$ cat src/rtl/sysstat_dmem.sv
module sysstat_dmem #(
  parameter int DW    = 32,
  parameter int AW    = 8,
  parameter int WORDS = 8,
  parameter int CNT_W = 32
) (
  input  logic          clk,
  input  logic          rst_n,
  input  logic [AW-1:0] cpu_addr,
  input  logic          cpu_rd_en,
  input  logic          cpu_wr_en,
  input  logic [DW-1:0] cpu_wdata,
  output logic [DW-1:0] cpu_rdata,
  input  logic          rx_stb,
  input  logic [7:0]    rx_byte,
  input  logic          instr_wr_stb,
  input  logic [DW-1:0] instr_word
);
  localparam int SYS = 3;
  localparam int GP  = WORDS - SYS;
  localparam int IW  = (GP > 1) ? $clog2(GP) : 1;

  logic [CNT_W-1:0]       cnt_q;
  logic                   rx_valid_q;
  logic [7:0]             rx_byte_q;
  logic [DW-1:0]          instr_q;
  logic [GP-1:0][DW-1:0]  mem_q;

  wire          in_range = 32'(cpu_addr) < WORDS;
  wire          is_rx    = cpu_addr == AW'(1);
  wire          gp_hit   = in_range && (32'(cpu_addr) >= SYS);
  wire [AW-1:0] gp_off   = cpu_addr - AW'(SYS);
  wire [IW-1:0] gp_idx   = gp_off[IW-1:0];

  always_ff @(posedge clk)
    if (!rst_n) cnt_q <= '0;
    else        cnt_q <= cnt_q + 1'b1;

  always_ff @(posedge clk)
    if (!rst_n) begin
      rx_valid_q <= 1'b0;
      rx_byte_q  <= '0;
    end else if (rx_stb) begin
      rx_valid_q <= 1'b1;
      rx_byte_q  <= rx_byte;
    end else if (cpu_rd_en && is_rx) begin
      rx_valid_q <= 1'b0;
    end

  always_ff @(posedge clk)
    if (!rst_n)            instr_q <= '0;
    else if (instr_wr_stb) instr_q <= instr_word;

  for (genvar g = 0; g < GP; g++) begin : g_slot
    always_ff @(posedge clk)
      if (!rst_n)                                          mem_q[g] <= '0;
      else if (cpu_wr_en && gp_hit && gp_idx == IW'(g))    mem_q[g] <= cpu_wdata;
  end

  always_comb begin
    cpu_rdata = '0;
    if (in_range) begin
      if (cpu_addr == AW'(0))      cpu_rdata = DW'(cnt_q);
      else if (is_rx)              cpu_rdata = DW'({rx_valid_q, rx_byte_q});
      else if (cpu_addr == AW'(2)) cpu_rdata = instr_q;
      else                         cpu_rdata = mem_q[gp_idx];
    end
  end
endmodule

$ cat config.mk
export PLATFORM = sky130hd
export DESIGN_NAME = sysstat_dmem
export DESIGN_NICKNAME = d
export VERILOG_FILES = /design/src/rtl/sysstat_dmem.sv
export SDC_FILE = /design/constraint.sdc
export NUM_CORES = 1
export LEC_CHECK = 0
export BUFFER_PORTS_ARGS = -buffer_cell sky130_fd_sc_hd__buf_2
export CAP_MARGIN = 30
export CORE_UTILIZATION = 35
export DETAILED_ROUTE_END_ITERATION = 6
export PLACE_DENSITY = 0.55
export SYNTH_ARGS = -nofsm -noshare
export SYNTH_HDL_FRONTEND = slang
export SYNTH_SLANG_ARGS = --single-unit
export TNS_END_PERCENT = 50
$ cat constraint.sdc
create_clock -name clk -period 2.55 [get_ports clk]
set_clock_uncertainty 0.05 [all_clocks]
set_input_delay 0.1275 -clock clk [delete_from_list [all_inputs] [get_ports clk]]
set_output_delay 0.1275 -clock clk [all_outputs]
set_load 0.005 [all_outputs]
# ---- After elaboration in Yosys (flattened, before gate mapping)
# Index checks and enable logic that the tools add are counted.
# W data, S select, Z words.
dict set report classes {
  addsub 2
  eq_ne 6
  n_lt_le_gt_ge 3
  reduce_logical 11
  muxes 8
}
# operator count
set ops {}
lappend ops {{$mux W32} 5}
lappend ops {{$bmux W32 S3} 1}
lappend ops {{$add A32 B1 Y32 const B} 1}
lappend ops {{$eq A8 B1 Y1 const B} 1}
lappend ops {{$eq A8 B2 Y1 const B} 1}
lappend ops {{$ge A8 B2 Y1 const B} 1}
lappend ops {{$logic_and A1 B1 Y1} 8}
lappend ops {{$logic_not A8 Y1} 1}
lappend ops {{$lt A8 B4 Y1 const B} 1}
lappend ops {{$eq A3 B2 Y1 const B} 2}
lappend ops {{$lt A3 B4 Y1 const B} 1}
lappend ops {{$eq A3 B1 Y1 const B} 1}
lappend ops {{$eq A3 B3 Y1 const B} 1}
lappend ops {{$logic_not A3 Y1} 1}
lappend ops {{$sub A3 B2 Y3 const B} 1}
lappend ops {{$mux W1} 2}
lappend ops {{$reduce_bool A2 Y1} 1}
dict set report totals {
  input_bits 86
  ff_bits 233
  elab_cells 39
}

# ---- Longest topological paths before layout
# Gate-level depths: netlist of run 1.
dict set report depth {
  depth_word 7
  ltp_mapped 9
  ltp_nobuf 6
}

# ---- Worst setup path after synthesis of run 1
# Ideal clock, no wire load.
dict set report synth_timing {
  kind {input to output}
  from {in cpu_addr[0]}
  to {out cpu_rdata[0]}
  path_stages 9
  required_time_ps 2372
  path_slack_ps 616
  arrival_time_ps 1757
  cell_sequence {ha_1 ha_1 clkbuf_1 buf_2 inv_1 nand2_1 clkbuf_1 o22a_1 o22ai_1}
}
dict set report synth_between {
  elab_chain_len 7
  word_cells_on_any_way 11
  classes_between {1 x add/sub; 1 x order compare; 2 x eq/ne; 6 x mux; 1 x reduce/logical}
}
# item line_no
set synth_lines {}
lappend synth_lines {{start: declaration} 9} ;# input logic [AW-1:0] cpu_addr,
lappend synth_lines {{$sub A3 B2 Y3} 32} ;# wire [AW-1:0] gp_off = cpu_addr - AW'(SYS);
lappend synth_lines {{$bmux W32 S3} 66} ;# else cpu_rdata = mem_q[gp_idx];
lappend synth_lines {{$mux W32 (implied by the code)} 66}
lappend synth_lines {{$mux W32} 65} ;# else if (cpu_addr == AW'(2)) cpu_rdata = instr_q;
lappend synth_lines {{$mux W32} 64} ;# else if (is_rx) cpu_rdata = DW'({rx_valid_q, rx_byte_q});
lappend synth_lines {{$mux W32} 63} ;# if (cpu_addr == AW'(0)) cpu_rdata = DW'(cnt_q);
lappend synth_lines {{$mux W32 *} 62} ;# if (in_range) begin
lappend synth_lines {{end: declaration} 13} ;# output logic [DW-1:0] cpu_rdata,
# Mark *: on every way between the ends. The rest lies on a longest branch, timed or not. The select of a mux whose other input is x is not followed.

# ---- Worst setup path in the final report of run 1
dict set report layout_timing {
  from {in cpu_addr[0]}
  to {out cpu_rdata[13]}
}
# Same word-level chain as after synthesis.

==> impl_metrics.yaml, run 1 <==
synthesis:
  combinational_family_with_the_most_area_after_synthesis: "compound AO/OA/AOI/OAI gates"
  yosys-top-cells-count: "sky130_fd_sc_hd__dfxtp_1, sky130_fd_sc_hd__nand3_1, sky130_fd_sc_hd__o21ai_0"
  postSynth.topFlopCell: "sky130_fd_sc_hd__dfxtp_1"
  synthAdderAreaFrac_pct: 1.22
  synth_largest_area_cell: "sky130_fd_sc_hd__dfxtp_1"
  syn_area_um2: 10300
  synth_area_leaders: "sky130_fd_sc_hd__dfxtp_1, sky130_fd_sc_hd__nand3_1, sky130_fd_sc_hd__o21ai_0, sky130_fd_sc_hd__mux2i_1, sky130_fd_sc_hd__a22oi_1"
  yosys.area_share.xor_xnor_pct: 1.02
  synth.avg_cell_area_um2: 8.85
  synth.most_common_cell: "sky130_fd_sc_hd__dfxtp_1"
  gate_count_after_technology_mapping: 1162
  synth_compound_area_share_pct: 19.4
  synth.lib_cells_used.distinct: 48
  synth-seq-area-share_pct: 45.4
  yosys-mux-area-fraction_pct: 10.6
  yosys.area_share.simple_pct: 17.8
  post_synth_edffs: 0
  ys_seq_elements: 233
  area_share_of_the_leading_cell_type_in_the_synthesized_netlist_pct: 45.4
  net_count_after_synthesis: 1258
  yosysWarningCount: 0
  async_flop_share_pct: 0
detailed_routing:
  wl_met1_mm: 15.4
  finalWirelength_mm: 29.8
  dr_wl_met3_mm: 1.70
  route.antenna.remaining_nets: 0
  drt-pass1-iter-count: 4
  routed-wl-met2_mm: 12.2
  post-route-drc-count: 0
  routed_via_density: 5.27
  initialDrtViolationCount: 676
  post_drt_wl_per_cell_um: 17.3
  dr_total_vias: 9049
  dr.max_layer_used: "met4"
place:
  gp_weighted_congestion: 0.836
  placed_cell_areas_um2: 11300
  place_worst_setup_slack_ps: 18.4
  dp_hpwl_mm: 19.5
  io_buffers: 117
setup_path:
  critical_path_arrival_ps: 2390
  worstPathCellList: "buf_2 > ha_1 > ha_2 > buf_4 > mux2_2 > a22oi_1 > o22a_1 > o22ai_1 > buf_2"
  timing.rr.end: "cnt_q[27]"
  worst_path_largest_cell_delay_ps: 450
  type_of_element_capturing_the_critical_path: "output pin"
  critical_path.top_delay_family: "compound AO/OA/AOI/OAI gates"
  count_of_buffer_and_inverter_cells_on_the_critical_path: 3
  worst-setup-path-type: "input port to output pin"
  critical_path.reg2reg.startpoint: "cnt_q[6]"
  worst-r2r-setup-slack_ps: 510
  critical_path.max_fanout: 7
  critPathRequiredTime_ps: 2370
  critPathLaunchType: "input port"
  critPathMostFrequentCell: "sky130_fd_sc_hd__buf_2"
  reg2reg_depth: 4
  cp_slowest_cell: "sky130_fd_sc_hd__ha_2"
floorplanning:
  floorplan.rows: 62
  die_width_um: 173
  initial_standard_cell_utilization_of_the_core_pct: 35.7
  die_span_y_um: 173
  die_outline_area_um2: 30100
  top_level_ports: 118
  core_region_area_um2: 28800
clock_tree:
  post_cts.repair.setup_buffers: 0
  cts_bufs_inserted: 26
  clock_tree_from_tritoncts: "built"
  cts_root_buf: "sky130_fd_sc_hd__clkbuf_16"
  ctsLongestPathBuffers: 3
  clk-insertion-delay-late_ps: 530
  clk_transition_reported_paths_ps: 50
  cts_num_sinks: 233
  cts_h_tree_depth: 1
global_routing:
  grt_first_pass_wirelength_mm: 47.8
  grt-ovfl-total: 0
  grt_pass1_vias: 8532
  track_usage_pct: 19.7
  number_of_antenna_violations_at_the_first_check_in_global_routing: 0
  grt_max_degree: 70
sta:
  max_clock_freq_mhz: 389
  finalSetupViolCount: 1
  postLayoutSetupSlackWorst_ps: -22.4
  fin_crit_share_pct: 101
  finalHoldWorstSlack_ps: 194
  tightestPinTransition_ps: 651
  worst_slew_margin_rel_pct: 56.2
  final.min_clock_period_ps: 2570
  rsz0062_at_grt: "no"
  hold_viol_final: 0
  drv_slew: 0
cells_and_area:
  fin_nets: 1411
  area_growth_syn_to_layout_pct: 26.0
  final.fill_count: 2817
  drive_gt1_share_pct: 17.9
  ff_latch_area_um2: 4660
  multi_input_comb_area_um2: 5160
  antenna_cells_inserted: 0
  finalInstanceArea_um2: 13000
outcome:
  failed_checks: "setup timing"
  status: "complete, but fails checks"
job:
  cap_violations: 0
hold_path:
  hold_path_class: "input port to flop"
  hold_path_depth: 5
  worst_hold_startpoint: "cpu_addr[3]"
  hold-path-endpoint: "mem_q[95]"
pwr:
  power_density_nw_per_um2: 613
  power.total_mw: 7.94
  p_leak_nw: 4.86
  vdd_ir_drop_max_mv: 0.469
==> area by class of cell <==
class | instances | share of cell area (%)
Multi-Input combinational cell | 811 | 39.8
Sequential cell | 233 | 36.0
Timing Repair Buffer | 235 | 13.9
Clock buffer | 42 | 6.19
Tap cell | 384 | 3.71
Inverter | 8 | 0.232
Clock inverter | 3 | 0.116
==> metal layers <==
layer	track usage (%)	up-vias
li1	-	4572
met1	30.2	4224
met2	28.7	222
met3	2.89	31
met4	4.06	0
met5	0	-
==> state kept, by name (all words and copies together), names as in the netlist <==
signal,flops
cnt_q,32
instr_q,32
mem_q,160
rx_byte_q,8
rx_valid_q,1
==> cells by family after synthesis <==
group	Yosys count
AOI/OAI and AO/OA	333
xor gates and xnor gates	12
adders and majority gates	10
buffers and inverters	118
DFF	233
muxes	104
and+or+nand+nor	352
==> worst max path at each step <==
| stage | from | endpoint | slack (ps) | cells past startpoint |
|---|---|---|---|---|
| floorplan | cpu_addr[0] | cpu_rdata[0] | 620 | 9 |
| global placement | cpu_addr[1] | cpu_rdata[11] | 40 | 9 |
| detailed placement | cpu_addr[1] | cpu_rdata[13] | 20 | 9 |
| CTS | cpu_addr[1] | cpu_rdata[13] | 10 | 9 |
| global route | cpu_addr[0] | cpu_rdata[13] | 20 | 9 |
| finish | cpu_addr[0] | cpu_rdata[13] | -20 | 9 |
==> worst reg2reg max path, cell delays in order (launching register included) <==
cell and delay (ps):
sky130_fd_sc_hd__dfxtp_1 490, sky130_fd_sc_hd__and4_1 340, sky130_fd_sc_hd__nand3_2 340, sky130_fd_sc_hd__or4_1 600, sky130_fd_sc_hd__a21oi_1 150
==> power breakdown <==
group          switching (mW)  total [mW]  internal [mW]
sequential             0.0297        3.72           3.69
clock                    1.46        3.59           2.13
combinational           0.355       0.637          0.282
==> cell usage in the layout, fill, tap and decap left out, types with 3 or more instances in the layout <==
cell                            instances
sky130_fd_sc_hd__dfxtp_1              233
sky130_fd_sc_hd__nand3_1              175
sky130_fd_sc_hd__o21ai_0              148
sky130_fd_sc_hd__buf_2                116
sky130_fd_sc_hd__dlygate4sd3_1         83
sky130_fd_sc_hd__mux2i_1               72
sky130_fd_sc_hd__nand2_1               54
sky130_fd_sc_hd__nor2_1                53
sky130_fd_sc_hd__a22oi_1               53
sky130_fd_sc_hd__a21oi_1               36
sky130_fd_sc_hd__o22ai_1               32
sky130_fd_sc_hd__mux2_2                31
sky130_fd_sc_hd__o22a_1                31
sky130_fd_sc_hd__clkbuf_16             27
sky130_fd_sc_hd__buf_4                 26
sky130_fd_sc_hd__o21ai_1               17
sky130_fd_sc_hd__o31ai_1               12
sky130_fd_sc_hd__or4_1                 12
sky130_fd_sc_hd__nand3b_1               9
sky130_fd_sc_hd__nand4_1                8
sky130_fd_sc_hd__xor2_1                 8
sky130_fd_sc_hd__ha_1                   8
sky130_fd_sc_hd__clkbuf_1               8
sky130_fd_sc_hd__buf_12                 8
sky130_fd_sc_hd__clkbuf_8               7
sky130_fd_sc_hd__and2_1                 6
sky130_fd_sc_hd__nand4_2                6
sky130_fd_sc_hd__inv_1                  6
sky130_fd_sc_hd__and3_1                 5
sky130_fd_sc_hd__or3_1                  4
sky130_fd_sc_hd__xnor2_1                4
sky130_fd_sc_hd__and4_1                 3
sky130_fd_sc_hd__nor3_1                 3
sky130_fd_sc_hd__and3b_1                3
sky130_fd_sc_hd__clkinv_2               3
==> what timing repair did <==
item / in CTS / in global routing
endpoints found under the setup margin: 0 / 14
gates resized for setup: 0 / 4
hold endpoints to repair: 200 / 0
hold buffers: 83 / 0
==> stage by stage <==
| stage | setup TNS, ps | util [%] | std cells |
|---|---|---|---|
| 5_1_grt | 0 | 45.0 | 1716 |
| 3_3_place_gp | 0 | 39.2 | 1588 |
| 3_5_place_dp | 0 | 39.2 | 1588 |
| 6_report | -22.4 | 45.0 | 1716 |
| 2_1_floorplan | 0 | - | 1162 |
| 4_1_cts | 0 | 45.0 | 1716 |
No activity file was read; power rests on OpenSTA's default activity.
==> run 2: changes to the inputs <==
--- a/config.mk
+++ b/config.mk
@@ -9,7 +9,7 @@
 export CAP_MARGIN = 30
 export CORE_UTILIZATION = 35
 export DETAILED_ROUTE_END_ITERATION = 6
-export PLACE_DENSITY = 0.55
+export PLACE_DENSITY = 0.57
 export SYNTH_ARGS = -nofsm -noshare
 export SYNTH_HDL_FRONTEND = slang
 export SYNTH_SLANG_ARGS = --single-unit
==> constraint.sdc (replaced) <==
create_clock -name clk -period 2.25 [get_ports clk]
set_clock_uncertainty 0.05 [all_clocks]
set_input_delay 0.1125 -clock clk [delete_from_list [all_inputs] [get_ports clk]]
set_output_delay 0.1125 -clock clk [all_outputs]
set_load 0.005 [all_outputs]
==> run 2 against run 1 <==
Net effect: the flow now finishes without violations; sequential share of layout area is 0.69 points lower; design area rose by 2.0%; routed wire length down 1.6%; non-clock buffer count grew 18; die area unchanged; first-iteration DRC count is 13% lower; register-to-register slack got worse by 260 ps; critical endpoint is now cpu_rdata[11].
==> impl_metrics.yaml, run 2 (same netlist as run 1, synthesis figures left out) <==
outcome:
  status: "completed"
sta:
  rsz0062_at_grt: "no"
  max_clock_freq_mhz: 469
  fin_crit_share_pct: 94.8
  finalHoldWorstSlack_ps: 20.4
  drv_slew: 0
  tightestPinTransition_ps: 491
  worst_slew_margin_rel_pct: 66.9
  postLayoutSetupSlackWorst_ps: 117
  finalSetupViolCount: 0
  final.min_clock_period_ps: 2130
  hold_viol_final: 0
pwr:
  power_density_nw_per_um2: 699
  vdd_ir_drop_max_mv: 0.514
  p_leak_nw: 5.00
  power.total_mw: 9.24
setup_path:
  type_of_element_capturing_the_critical_path: "output pin"
  critical_path.reg2reg.startpoint: "cnt_q[8]"
  critPathRequiredTime_ps: 2090
  count_of_buffer_and_inverter_cells_on_the_critical_path: 3
  worst-setup-path-type: "input port to output pin"
  timing.rr.end: "cnt_q[27]"
  critical_path_arrival_ps: 1970
  worst-r2r-setup-slack_ps: 250
  cp_slowest_cell: "sky130_fd_sc_hd__mux2_2"
  critPathMostFrequentCell: "sky130_fd_sc_hd__buf_2"
  worst_path_largest_cell_delay_ps: 360
  worstSetupPathDepth: 9
  reg2reg_depth: 4
  critical_path.max_fanout: 12
  critPathLaunchType: "input port"
  critical_path.top_delay_family: "compound AO/OA/AOI/OAI gates"
  worstPathCellList: "buf_2 > ha_2 > ha_4 > buf_4 > mux2_2 > a22oi_1 > o22a_1 > o22ai_1 > buf_2"
place:
  gp_weighted_congestion: 0.829
  place_worst_setup_slack_ps: -4.61
  placed_cell_areas_um2: 11500
  dp_hpwl_mm: 19.4
  io_buffers: 117
  numPlacedInstances: 1605
detailed_routing:
  initialDrtViolationCount: 586
  route.antenna.remaining_nets: 0
  post_drt_wl_per_cell_um: 16.9
  finalWirelength_mm: 29.3
  routed_via_density: 5.26
  drt-pass1-iter-count: 5
  post-route-drc-count: 0
  dr_total_vias: 9121
cells_and_area:
  final.fill_count: 2785
  largest-register: "mem_q"
  finalInstanceArea_um2: 13200
  area_growth_syn_to_layout_pct: 28.5
  multi_input_comb_area_um2: 5170
  biggestRegsByFlops: "mem_q: 160 flops, cnt_q: 32 flops, instr_q: 32 flops"
  largest_register_ffs: 160
  drive_gt1_share_pct: 19.2
  antenna_cells_inserted: 0
  instances_no_fill: 1734
  ff_latch_area_um2: 4660
  final_common_cell: "sky130_fd_sc_hd__dfxtp_1"
  layout_common_cells: "sky130_fd_sc_hd__dfxtp_1, sky130_fd_sc_hd__nand3_1, sky130_fd_sc_hd__o21ai_0"
  fin_nets: 1428
clock_tree:
  ctsLongestPathBuffers: 3
  cts_root_buf: "sky130_fd_sc_hd__clkbuf_16"
  clk-insertion-delay-late_ps: 520
  clk_transition_reported_paths_ps: 60
  post_cts.repair.setup_buffers: 0
  cts_num_sinks: 233
  clock_tree_from_tritoncts: "built"
  cts_bufs_inserted: 25
  cts_h_tree_depth: 1
global_routing:
  grt-ovfl-total: 0
  grt_most_used_layer: "met2"
  number_of_antenna_violations_at_the_first_check_in_global_routing: 0
  grt_max_degree: 65
  met1_usage_in_global_routing_pct: 27.4
  grt_pass1_vias: 8554
  track_usage_pct: 19.1
  grt_use_met2_pct: 30.3
  use_met3_pct: 2.59
  grt_first_pass_wirelength_mm: 46.6
floorplanning:
  floorplan.rows: 62
  initial_standard_cell_utilization_of_the_core_pct: 35.7
  top_level_ports: 118
  die_width_um: 173
  die_span_y_um: 173
  core_region_area_um2: 28800
  die_outline_area_um2: 30100
hold_path:
  worst_hold_startpoint: "rx_stb"
  hold-path-endpoint: "rx_byte_q[6]"
  hold_path_class: "input port to flop"
  hold_path_depth: 3
job:
  cap_violations: 0
==> run 2: cell count changes in the layout (fill, tap and decap cells not counted), sizes merged <==
cell / previous run / this run
bufinv: 0 / 3
dlygate4sd3: 83 / 84
clkbuf: 42 / 36
buf: 152 / 169
clkinv: 4 / 6
clkinvlp: 0 / 1
==> run 2: power breakdown <==
part,switching [mW],internal [mW]
logic,0.411,0.351
registers,0.0323,4.18
clock network,1.65,2.61
total,2.10,7.14
==> run 2: per-stage QoR <==
step	util [%]	TNS (ps)
after floorplan	-	0
after global placement	39.9	0
after detailed placement	39.9	-7.72
after CTS	45.9	0
after global routing	45.9	0
final	45.9	0
==> run 2: layer usage <==
layer  vias to the layer above  share of wire (%)
li1                       4606                  -
met1                      4281                 50
met2                       206                 44
met3                        28                4.8
met4                         0                1.3
met5                         -                  0
==> run 2: worst max path at each step <==
| stage | start | to |
|---|---|---|
| after floorplan | cpu_addr[0] | cpu_rdata[0] |
| after global placement | cpu_addr[0] | cpu_rdata[20] |
| after detailed placement | cpu_addr[0] | cpu_rdata[20] |
| after CTS | cpu_addr[0] | cpu_rdata[0] |
| after global routing | cpu_addr[0] | cpu_rdata[19] |
| final | cpu_addr[0] | cpu_rdata[11] |
==> run 2: repair_timing <==
item                                    CTS  global route
gates cloned                              0             0
endpoints found under the setup margin    3            25
resized for setup                         2             3
hold endpoints to repair                194             0
hold buffers                             84             0
pin swaps                                 0             1
==> run 2: layout make-up <==
type	count	area share (%)
repair buffers	253	15.2
well taps	384	3.64
clock buffers	36	5.58
inverters	8	0.227
flip-flops and latches	233	35.3
clock inverters	9	0.956
multi-input cells	811	39.1
==> run 2: worst reg2reg max path: cells and delay by family, from the launching register on <==
| kind | cells | cell delay [ps] |
|---|---|---|
| and+or+nand+nor | 3 | 1300 |
| DFF | 1 | 430 |
| AOI/OAI and AO/OA | 1 | 150 |
==> run 3: changes to the inputs <==
--- a/config.mk
+++ b/config.mk
@@ -9,7 +9,7 @@
 export CAP_MARGIN = 30
 export CORE_UTILIZATION = 35
 export DETAILED_ROUTE_END_ITERATION = 6
-export PLACE_DENSITY = 0.57
+export PLACE_DENSITY = 0.63
 export SYNTH_ARGS = -nofsm -noshare
 export SYNTH_HDL_FRONTEND = slang
 export SYNTH_SLANG_ARGS = --single-unit
==> constraint.sdc (replaced) <==
create_clock -name clk -period 2.51 [get_ports clk]
set_clock_uncertainty 0.05 [all_clocks]
set_input_delay 0.1255 -clock clk [delete_from_list [all_inputs] [get_ports clk]]
set_output_delay 0.1255 -clock clk [all_outputs]
set_load 0.005 [all_outputs]
==> run 3 against run 2 <==
Net effect: critical endpoint is now cpu_rdata[20]; via count shrank 0.15%; utilization is 1.1 points lower; global-route usage down 0.46 points; first-iteration DRC count grew 5.3%; combinational power shrank 17%; sequential share of layout area rose by 0.85 points; final cell count decreased by 1.4%; worst hold slack better by 3.4 ps.
==> impl_metrics.yaml, run 3 (same netlist as run 1, synthesis figures left out) <==
outcome:
  status: "completed"
detailed_routing:
  initialDrtViolationCount: 617
  route.antenna.remaining_nets: 0
  drt-pass1-iter-count: 5
  routed_via_density: 5.33
  finalWirelength_mm: 28.6
  post-route-drc-count: 0
  dr_total_vias: 9107
  post_drt_wl_per_cell_um: 16.7
cells_and_area:
  antenna_cells_inserted: 0
  final.fill_count: 2766
  drive_gt1_share_pct: 17.8
  biggestRegsByFlops: "mem_q: 160 flops, cnt_q: 32 flops, instr_q: 32 flops"
  largest_register_ffs: 160
  area_growth_syn_to_layout_pct: 25.5
  fin_nets: 1409
  layout_common_cells: "sky130_fd_sc_hd__dfxtp_1, sky130_fd_sc_hd__nand3_1, sky130_fd_sc_hd__o21ai_0"
  final_common_cell: "sky130_fd_sc_hd__dfxtp_1"
  largest-register: "mem_q"
floorplanning:
  floorplan.rows: 62
  core_region_area_um2: 28800
  initial_standard_cell_utilization_of_the_core_pct: 35.7
  top_level_ports: 118
  die_outline_area_um2: 30100
  die_span_y_um: 173
  die_width_um: 173
setup_path:
  timing.rr.end: "cnt_q[27]"
  worst-setup-path-type: "input port to output pin"
  worstPathCellList: "buf_2 > ha_1 > ha_1 > buf_12 > nor2_2 > buf_4 > a22oi_1 > o22a_1 > o22ai_1 > buf_2"
  critPathRequiredTime_ps: 2330
  count_of_buffer_and_inverter_cells_on_the_critical_path: 4
  critical_path.top_delay_family: "buffers and inverters"
  cp_slowest_cell: "sky130_fd_sc_hd__ha_1"
  critPathLaunchType: "input port"
  critical_path.reg2reg.startpoint: "cnt_q[2]"
  critical_path.max_fanout: 24
  worst-r2r-setup-slack_ps: 470
  type_of_element_capturing_the_critical_path: "output pin"
  worst_path_largest_cell_delay_ps: 330
  reg2reg_depth: 4
  critical_path_arrival_ps: 2200
sta:
  rsz0062_at_grt: "no"
  fin_crit_share_pct: 94.5
  finalSetupViolCount: 0
  final.min_clock_period_ps: 2370
  max_clock_freq_mhz: 422
  drv_slew: 0
  postLayoutSetupSlackWorst_ps: 139
  tightestPinTransition_ps: 981
  hold_viol_final: 0
  timing.setup.tns_ps: 0
  worst_slew_margin_rel_pct: 34.6
clock_tree:
  clk_transition_reported_paths_ps: 60
  cts_h_tree_depth: 1
  cts_root_buf: "sky130_fd_sc_hd__clkbuf_16"
  cts_num_sinks: 233
  cts_bufs_inserted: 24
  ctsLongestPathBuffers: 3
  post_cts.repair.setup_buffers: 0
  clock_tree_from_tritoncts: "built"
  clk-insertion-delay-late_ps: 510
place:
  gp_weighted_congestion: 0.823
  io_buffers: 117
  dp_hpwl_mm: 18.6
  place_worst_setup_slack_ps: 178
pwr:
  power.total_mw: 8.33
  p_leak_nw: 4.84
  vdd_ir_drop_max_mv: 0.382
  power_density_nw_per_um2: 645
global_routing:
  grt_max_degree: 72
  grt_first_pass_wirelength_mm: 45.9
  number_of_antenna_violations_at_the_first_check_in_global_routing: 0
  grt-ovfl-total: 0
  track_usage_pct: 18.7
  grt_pass1_vias: 8580
job:
  cap_violations: 0
hold_path:
  worst_hold_startpoint: "cpu_wdata[18]"
  hold_path_class: "input port to flop"
  hold-path-endpoint: "mem_q[18]"
  hold_path_depth: 3
[run 3: cell types whose count changed in the layout (fill, tap and decap cells not counted), moves of 2 or more]
cell / delta
sky130_fd_sc_hd__ha_1: +2
sky130_fd_sc_hd__buf_4: -2
sky130_fd_sc_hd__bufinv_16: +3
sky130_fd_sc_hd__dlygate4sd3_1: -3
sky130_fd_sc_hd__clkbuf_8: -5
sky130_fd_sc_hd__buf_6: -2
sky130_fd_sc_hd__buf_12: -11
[run 3: what timing repair did]
| action | 4_1_cts | 5_1_grt |
|---|---|---|
| hold endpoints to repair | 196 | 0 |
| gates resized for setup | 0 | 0 |
| hold buffers | 81 | 0 |
[run 3: layout make-up]
cell class,instances,area [um2],area share [%]
timing repair buffer,235,1720,13.3
multi-input combinational,811,5150,39.9
clock buffer,30,664,5.15
sequential,233,4660,36.1
clock inverter,9,195,1.51
inverter,8,30.0,0.233
tap,384,480,3.72
[run 3: worst max path at each step]
| stage | from | to | slack, ps | cells past startpoint |
|---|---|---|---|---|
| 2_1_floorplan | cpu_addr[0] | cpu_rdata[0] | 580 | 9 |
| 3_3_place_gp | cpu_addr[0] | cpu_rdata[20] | 210 | 10 |
| 3_5_place_dp | cpu_addr[0] | cpu_rdata[20] | 180 | 10 |
| 4_1_cts | cpu_addr[0] | cpu_rdata[20] | 160 | 10 |
| 5_1_grt | cpu_addr[0] | cpu_rdata[20] | 70 | 10 |
| 6_report | cpu_addr[0] | cpu_rdata[20] | 140 | 10 |
[run 3: worst min-delay path: stages]
cell,delay (ps)
sky130_fd_sc_hd__buf_2,110
sky130_fd_sc_hd__nand2_1,190
sky130_fd_sc_hd__o21ai_0,100
[run 3: where the power goes]
| group | switching (mW) | leakage, nW | internal [mW] |
|---|---|---|---|
| logic | 0.360 | 2.53 | 0.275 |
| clock network | 1.45 | 0.423 | 2.47 |
| registers | 0.0305 | 1.89 | 3.74 |
| total | 1.84 | 4.84 | 6.49 |
[run 3: per-layer routing]
layer	global-route usage (%)	share of wire, %	vias to the layer above
li1	-	-	4557
met1	26.8	49	4275
met2	29.5	45	236
met3	2.52	5.0	39
met4	4.13	1.6	0
met5	0	0	-
[run 3: through the flow]
| step | cell area [um2] | hold WS [ps] | cells | utilization (%) |
|---|---|---|---|---|
| after detailed placement | 11200 | 317 | 1590 | 39.0 |
| after global routing | 12900 | 50.0 | 1710 | 44.8 |
| after floorplan | 10300 | 223 | 1162 | - |
| final | 12900 | 23.7 | 1710 | 44.8 |
| after global placement | 11200 | 311 | 1590 | 39.0 |
| after CTS | 12900 | 19.2 | 1710 | 44.8 |
